File: src/rtl/uxp_pkg.sv
package uxp_pkg;

    typedef enum logic [3:0] {
        K_NOP    = 4'd0,
        K_ADD    = 4'd1,
        K_SUB    = 4'd2,
        K_ADDI   = 4'd3,
        K_LOAD   = 4'd4,
        K_STORE  = 4'd5,
        K_BRANCH = 4'd6,
        K_OTHER  = 4'd7,
        K_LDINC  = 4'd8,
        K_LDACC  = 4'd9,
        K_MEMADD = 4'd10
    } kind_e;

    typedef enum logic [2:0] {
        UOP_NOP    = 3'd0,
        UOP_ADD    = 3'd1,
        UOP_SUB    = 3'd2,
        UOP_ADDI   = 3'd3,
        UOP_LOAD   = 3'd4,
        UOP_STORE  = 3'd5,
        UOP_BRANCH = 3'd6,
        UOP_OTHER  = 3'd7
    } uop_op_e;

    typedef enum logic [1:0] {
        ST_FIRST  = 2'd0,
        ST_SECOND = 2'd1,
        ST_THIRD  = 2'd2
    } seq_st_e;

    // Number of micro-ops an instruction expands into.
    function automatic logic [1:0] seq_len_f(input logic [3:0] kind, input logic same_reg);
        logic [1:0] len;
        case (kind_e'(kind))
            K_LDINC:  len = same_reg ? 2'd1 : 2'd2;
            K_LDACC:  len = 2'd2;
            K_MEMADD: len = 2'd3;
            default:  len = 2'd1;
        endcase
        return len;
    endfunction

endpackage

File: src/rtl/uxp_seq_ctrl.sv
module uxp_seq_ctrl
    import uxp_pkg::*;
(
    input  logic       clk,
    input  logic       rst,
    input  logic       in_valid,
    input  logic       down_stall,
    input  logic [1:0] seq_len,
    output seq_st_e    step,
    output logic       last,
    output logic       fetch_hold
);

    seq_st_e st_q;
    seq_st_e st_d;

    // State register
    always_ff @(posedge clk) begin
        if (rst) begin
            st_q <= ST_FIRST;
        end else begin
            st_q <= st_d;
        end
    end

    // Transitions: advance only on an unstalled edge with a valid instruction
    always_comb begin
        st_d = st_q;
        if (in_valid && !down_stall) begin
            unique case (st_q)
                ST_FIRST:  st_d = (seq_len >= 2'd2) ? ST_SECOND : ST_FIRST;
                ST_SECOND: st_d = (seq_len == 2'd3) ? ST_THIRD : ST_FIRST;
                ST_THIRD:  st_d = ST_FIRST;
                default:   st_d = ST_FIRST;
            endcase
        end
    end

    // Outputs
    always_comb begin
        step = st_q;
        unique case (st_q)
            ST_FIRST:  last = (seq_len == 2'd1);
            ST_SECOND: last = (seq_len == 2'd2);
            ST_THIRD:  last = 1'b1;
            default:   last = 1'b1;
        endcase
        fetch_hold = down_stall | (in_valid & ~last);
    end

endmodule

File: src/rtl/uxp_uop_form.sv
module uxp_uop_form
    import uxp_pkg::*;
#(
    parameter int REG_W = 5,
    parameter int IMM_W = 16
) (
    input  logic [3:0]       kind,
    input  logic [REG_W-1:0] rs,
    input  logic [REG_W-1:0] rt,
    input  logic [IMM_W-1:0] off,
    input  seq_st_e          step,
    output logic [2:0]       op,
    output logic [REG_W:0]   src_a,
    output logic [REG_W:0]   src_b,
    output logic [REG_W:0]   dst,
    output logic [IMM_W-1:0] imm
);

    localparam int UREG_W = REG_W + 1;
    localparam logic [UREG_W-1:0] TEMP_REG = {1'b1, {REG_W{1'b0}}};
    localparam logic [UREG_W-1:0] ZERO_REG = '0;
    localparam logic [IMM_W-1:0]  STRIDE   = IMM_W'(4);

    logic [UREG_W-1:0] rs_x;
    logic [UREG_W-1:0] rt_x;

    assign rs_x = {1'b0, rs};
    assign rt_x = {1'b0, rt};

    always_comb begin
        op    = UOP_NOP;
        src_a = rs_x;
        src_b = rt_x;
        dst   = rt_x;
        imm   = off;
        case (kind_e'(kind))
            K_LDINC: begin
                if (step == ST_FIRST) begin
                    op    = UOP_LOAD;
                    src_b = ZERO_REG;
                end else begin
                    op    = UOP_ADDI;
                    src_b = ZERO_REG;
                    dst   = rs_x;
                    imm   = STRIDE;
                end
            end
            K_LDACC: begin
                if (step == ST_FIRST) begin
                    op    = UOP_LOAD;
                    src_b = ZERO_REG;
                    dst   = TEMP_REG;
                end else begin
                    op    = UOP_ADD;
                    src_a = rt_x;
                    src_b = TEMP_REG;
                    imm   = '0;
                end
            end
            K_MEMADD: begin
                unique case (step)
                    ST_FIRST: begin
                        op    = UOP_LOAD;
                        src_b = ZERO_REG;
                        dst   = TEMP_REG;
                    end
                    ST_SECOND: begin
                        op    = UOP_ADD;
                        src_a = TEMP_REG;
                        dst   = TEMP_REG;
                        imm   = '0;
                    end
                    default: begin
                        op    = UOP_STORE;
                        src_b = TEMP_REG;
                        dst   = ZERO_REG;
                    end
                endcase
            end
            default: begin
                op = kind[3] ? UOP_NOP : kind[2:0];
            end
        endcase
    end

endmodule

File: src/rtl/uxp_out_reg.sv
module uxp_out_reg #(
    parameter int REG_W = 5,
    parameter int IMM_W = 16
) (
    input  logic             clk,
    input  logic             rst,
    input  logic             down_stall,
    input  logic             nxt_valid,
    input  logic [2:0]       nxt_op,
    input  logic [REG_W:0]   nxt_a,
    input  logic [REG_W:0]   nxt_b,
    input  logic [REG_W:0]   nxt_d,
    input  logic [IMM_W-1:0] nxt_imm,
    output logic             q_valid,
    output logic [2:0]       q_op,
    output logic [REG_W:0]   q_a,
    output logic [REG_W:0]   q_b,
    output logic [REG_W:0]   q_d,
    output logic [IMM_W-1:0] q_imm
);

    always_ff @(posedge clk) begin
        if (rst) begin
            q_valid <= 1'b0;
            q_op    <= '0;
            q_a     <= '0;
            q_b     <= '0;
            q_d     <= '0;
            q_imm   <= '0;
        end else if (!down_stall) begin
            q_valid <= nxt_valid;
            q_op    <= nxt_op;
            q_a     <= nxt_a;
            q_b     <= nxt_b;
            q_d     <= nxt_d;
            q_imm   <= nxt_imm;
        end
    end

endmodule

File: src/rtl/uxp_expander.sv
module uxp_expander
    import uxp_pkg::*;
#(
    parameter int REG_W = 5,
    parameter int IMM_W = 16
) (
    input  logic             clk,
    input  logic             rst,
    input  logic             in_valid,
    input  logic [3:0]       in_kind,
    input  logic [REG_W-1:0] in_rs,
    input  logic [REG_W-1:0] in_rt,
    input  logic [IMM_W-1:0] in_off,
    input  logic             down_stall,
    output logic             fetch_hold,
    output logic             uop_valid,
    output logic [2:0]       uop_op,
    output logic [REG_W:0]   uop_src_a,
    output logic [REG_W:0]   uop_src_b,
    output logic [REG_W:0]   uop_dst,
    output logic [IMM_W-1:0] uop_imm
);

    logic [1:0]       seq_len;
    seq_st_e          step;
    logic             last;
    logic [2:0]       f_op;
    logic [REG_W:0]   f_a;
    logic [REG_W:0]   f_b;
    logic [REG_W:0]   f_d;
    logic [IMM_W-1:0] f_imm;

    assign seq_len = seq_len_f(in_kind, in_rs == in_rt);

    uxp_seq_ctrl u_ctrl (
        .clk        (clk),
        .rst        (rst),
        .in_valid   (in_valid),
        .down_stall (down_stall),
        .seq_len    (seq_len),
        .step       (step),
        .last       (last),
        .fetch_hold (fetch_hold)
    );

    uxp_uop_form #(.REG_W(REG_W), .IMM_W(IMM_W)) u_form (
        .kind  (in_kind),
        .rs    (in_rs),
        .rt    (in_rt),
        .off   (in_off),
        .step  (step),
        .op    (f_op),
        .src_a (f_a),
        .src_b (f_b),
        .dst   (f_d),
        .imm   (f_imm)
    );

    uxp_out_reg #(.REG_W(REG_W), .IMM_W(IMM_W)) u_oreg (
        .clk        (clk),
        .rst        (rst),
        .down_stall (down_stall),
        .nxt_valid  (in_valid),
        .nxt_op     (f_op),
        .nxt_a      (f_a),
        .nxt_b      (f_b),
        .nxt_d      (f_d),
        .nxt_imm    (f_imm),
        .q_valid    (uop_valid),
        .q_op       (uop_op),
        .q_a        (uop_src_a),
        .q_b        (uop_src_b),
        .q_d        (uop_dst),
        .q_imm      (uop_imm)
    );

endmodule

File: config.mk
export PLATFORM = sky130hd
export DESIGN_NAME = uxp_expander
export DESIGN_NICKNAME = d
export VERILOG_FILES = /design/src/rtl/uxp_pkg.sv /design/src/rtl/uxp_seq_ctrl.sv /design/src/rtl/uxp_uop_form.sv /design/src/rtl/uxp_out_reg.sv /design/src/rtl/uxp_expander.sv
export SDC_FILE = /design/constraint.sdc
export NUM_CORES = 1
export LEC_CHECK = 0
export ABC_CLOCK_PERIOD_IN_PS = 4850
export BUFFER_PORTS_ARGS = -buffer_cell sky130_fd_sc_hd__buf_2
export CORE_AREA = 2 2 90 92
export DETAILED_ROUTE_END_ITERATION = 8
export DIE_AREA = 0 0 92 94
export SETUP_SLACK_MARGIN = 0.4
export SLEW_MARGIN = 20
export SYNTH_ARGS = -nofsm -noshare
export SYNTH_HDL_FRONTEND = slang
export SYNTH_SLANG_ARGS = --single-unit
File: constraint.sdc
create_clock -name clk -period 4.85 [get_ports clk]
set_input_delay 0.97 -clock clk [delete_from_list [all_inputs] [get_ports clk]]
set_output_delay 0.97 -clock clk [all_outputs]
set_load 0.01 [all_outputs]
==> impl_metrics.toml <==
[outcome]
status = "finished, final reports clean"

[power]
p_per_area_nw_per_um2 = 309
p_comb_frac = 0.158
clockPowerShare = 0.360
p_int_w = 0.000552
leakage_nw = 1.01
ir_worst_vdd_v = 0.000147
swShare = 0.251
p_sw_w = 0.000185
pwr-share-seq = 0.482

[synthesis]
syn_area_um2 = 1880
syn_inst = 192
asyncSetResetFlopFracSynth = 0
synthTopCellsByArea = "dfxtp_1, a22o_1, nor2b_1"
synth_edf_count = 0
yosysSeqAreaShare = 0.427
ys_seq_elements = 40
synth_fp_nets = 226
ys.flop_type = "dfxtp_1"
yosys.area.top_type_share = 0.427
synth_area_leader_cell = "dfxtp_1"
synth_cell_type_count = 46
yosysWarnings = 0
syn_avg_cell_area_um2 = 9.77

[drt]
route.met3.wl_um = 257
wl_per_cell_um = 13.5
met2_length_mm = 2.26
drt_iter0_markers = 53
drc = 0
first_pass_iters = 4
avgViaCountPerCell = 4.62
vias = 1653
met1_length_mm = 2.30
drt-total-wl_mm = 4.84
routed.top_layer = "met4"
final_antenna_net_count = 0

[timing]
min_period_ns = 3.42
slew_viol_final = 0
grt_setup_unrepaired = "no"
fin_skew_ns = 0.00249
tightest_slew_ns = 0.895
relSlewSlack = 0.402
clock.fmax_mhz = 292
hold_violations = 0
timing.final.crit_share = 0.706
finalSetupTns_ns = 0
setup_viol = 0

[final_layout]
fin_nets = 289
final_common_cell = "buf_2"
multiInputGateArea_um2 = 968
area_growth_pct = 27.1
antenna_cells = 0
nFillCells = 833
drive_gt1_frac = 0.363
regArea_um2 = 801
final_cells = 358
final_cell_area_um2 = 2380
final_cell_mix = "buf_2, dfxtp_1, a22o_1"

[global_routing]
antenna_found_initial = 0
grt_max_degree = 43
grt_use_total = 0.118
overflow = 0
grt_pass1_vias = 1572
grt_pass1_wl_mm = 8.09

[die]
pin_count = 73
coreArea_um2 = 7610
die_h_um = 94
initial_core_util = 0.247
num_rows = 32
die-area_um2 = 8650
die_w_um = 92

[clock_tree]
clock_sinks = 40
cts-root-buf = "clkbuf_8"
insertion_delay_ns = 0.28
clockBufferDepth = 2
cts.reportedPaths.clkPinSlew_ns = 0.07
htree_levels = 2
cts_tree = "yes"
holdBufCountCts = 0
post_cts_resized = 0
cts_buffers = 5
cts_setup_buffers = 0

[hold_path]
hp-class = "reg2reg"

[placement]
dp.cells = 350
io_buffers = 72
place_area_um2 = 2280
gp_congestion = 0.792
hpwl_mm = 3.52

[flow_run]
drv_cap = 0

[critical_path]
critPathLaunchType = "primary input"
worstPathRequired_ns = 3.88
critical_path_class = "in2out"
crit_path_end_kind = "primary output"
arrival_ns = 2.45
crit_fanout = 10
==> path summary, 6_finish.rpt <==
check                 startpoint        endpoint  slack, ns  cells past startpoint
setup / recovery      in_kind[3]      fetch_hold       1.43                      6
hold / removal    u_oreg.q_valid  u_oreg.q_valid       0.47                      2
setup reg to reg  u_ctrl.step[1]   u_oreg.q_d[4]       2.73                      4
hold reg to reg   u_oreg.q_valid  u_oreg.q_valid       0.47                      2
==> critical path, cell delays in order <==
cell and delay, ns:
buf_2 0.13, nor2b_1 0.60, and3_1 0.25, o21ai_0 0.10, a211oi_1 0.22, buf_2 0.18
==> power by group through the flow <==
stage               sequential (W)  clock (W)  combinational, W
finish                    0.000355   0.000266          0.000116
global route              0.000358   0.000290          0.000130
CTS                       0.000355   0.000279          0.000118
detailed placement        0.000363          0          0.000117
global placement          0.000363          0          0.000116
floorplan                 0.000371          0         0.0000613
==> cell usage after synthesis, types with 5 or more instances <==
cell type / n
dfxtp_1: 40
a22o_2: 5
nor3_1: 8
buf_2: 7
nor2_1: 9
a21oi_1: 10
clkbuf_1: 6
nand3b_1: 5
nor2b_1: 14
a22o_1: 15
nand2_1: 8
xnor2_1: 5
==> logic make-up after synthesis <==
group,after synthesis,synth area share
compound gates,62,0.281
xor+xnor,6,0.0280
buf+inv,20,0.0567
flops,40,0.427
mux,5,0.0274
simple gates,59,0.180
==> stage by stage <==
stage	worst slack [ns]	util	power [W]	hold WS [ns]
after floorplan	2.02	-	0.000433	0.484
after global placement	1.47	0.299	0.000479	0.449
after detailed placement	1.42	0.299	0.000480	0.453
after CTS	1.41	0.313	0.000752	0.468
after global routing	1.21	0.313	0.000778	0.499
final	1.43	0.313	0.000737	0.470
==> registers in the layout, indices dropped and copies added (netlist names) <==
signal and flops:
u_oreg.q_imm 16, u_oreg.q_b 6, u_oreg.q_a 6, u_oreg.q_op 3, u_oreg.q_valid 1, u_oreg.q_d 6
u_ctrl.step 2
==> area by class of cell <==
class	count	area share
clock inverter	2	0.0147
sequential	40	0.336
tap	102	0.0535
inverter	3	0.00472
clock buffer	6	0.0304
multi-input combinational	132	0.406
timing repair buffer	73	0.154
==> layer usage <==
layer / vias to the layer above / global-route usage
met5: - / 0
met4: 0 / 0.0311
met3: 2 / 0.0329
met2: 55 / 0.192
met1: 753 / 0.153
li1: 843 / -
Note: power is estimated with default switching activity, not from simulation.
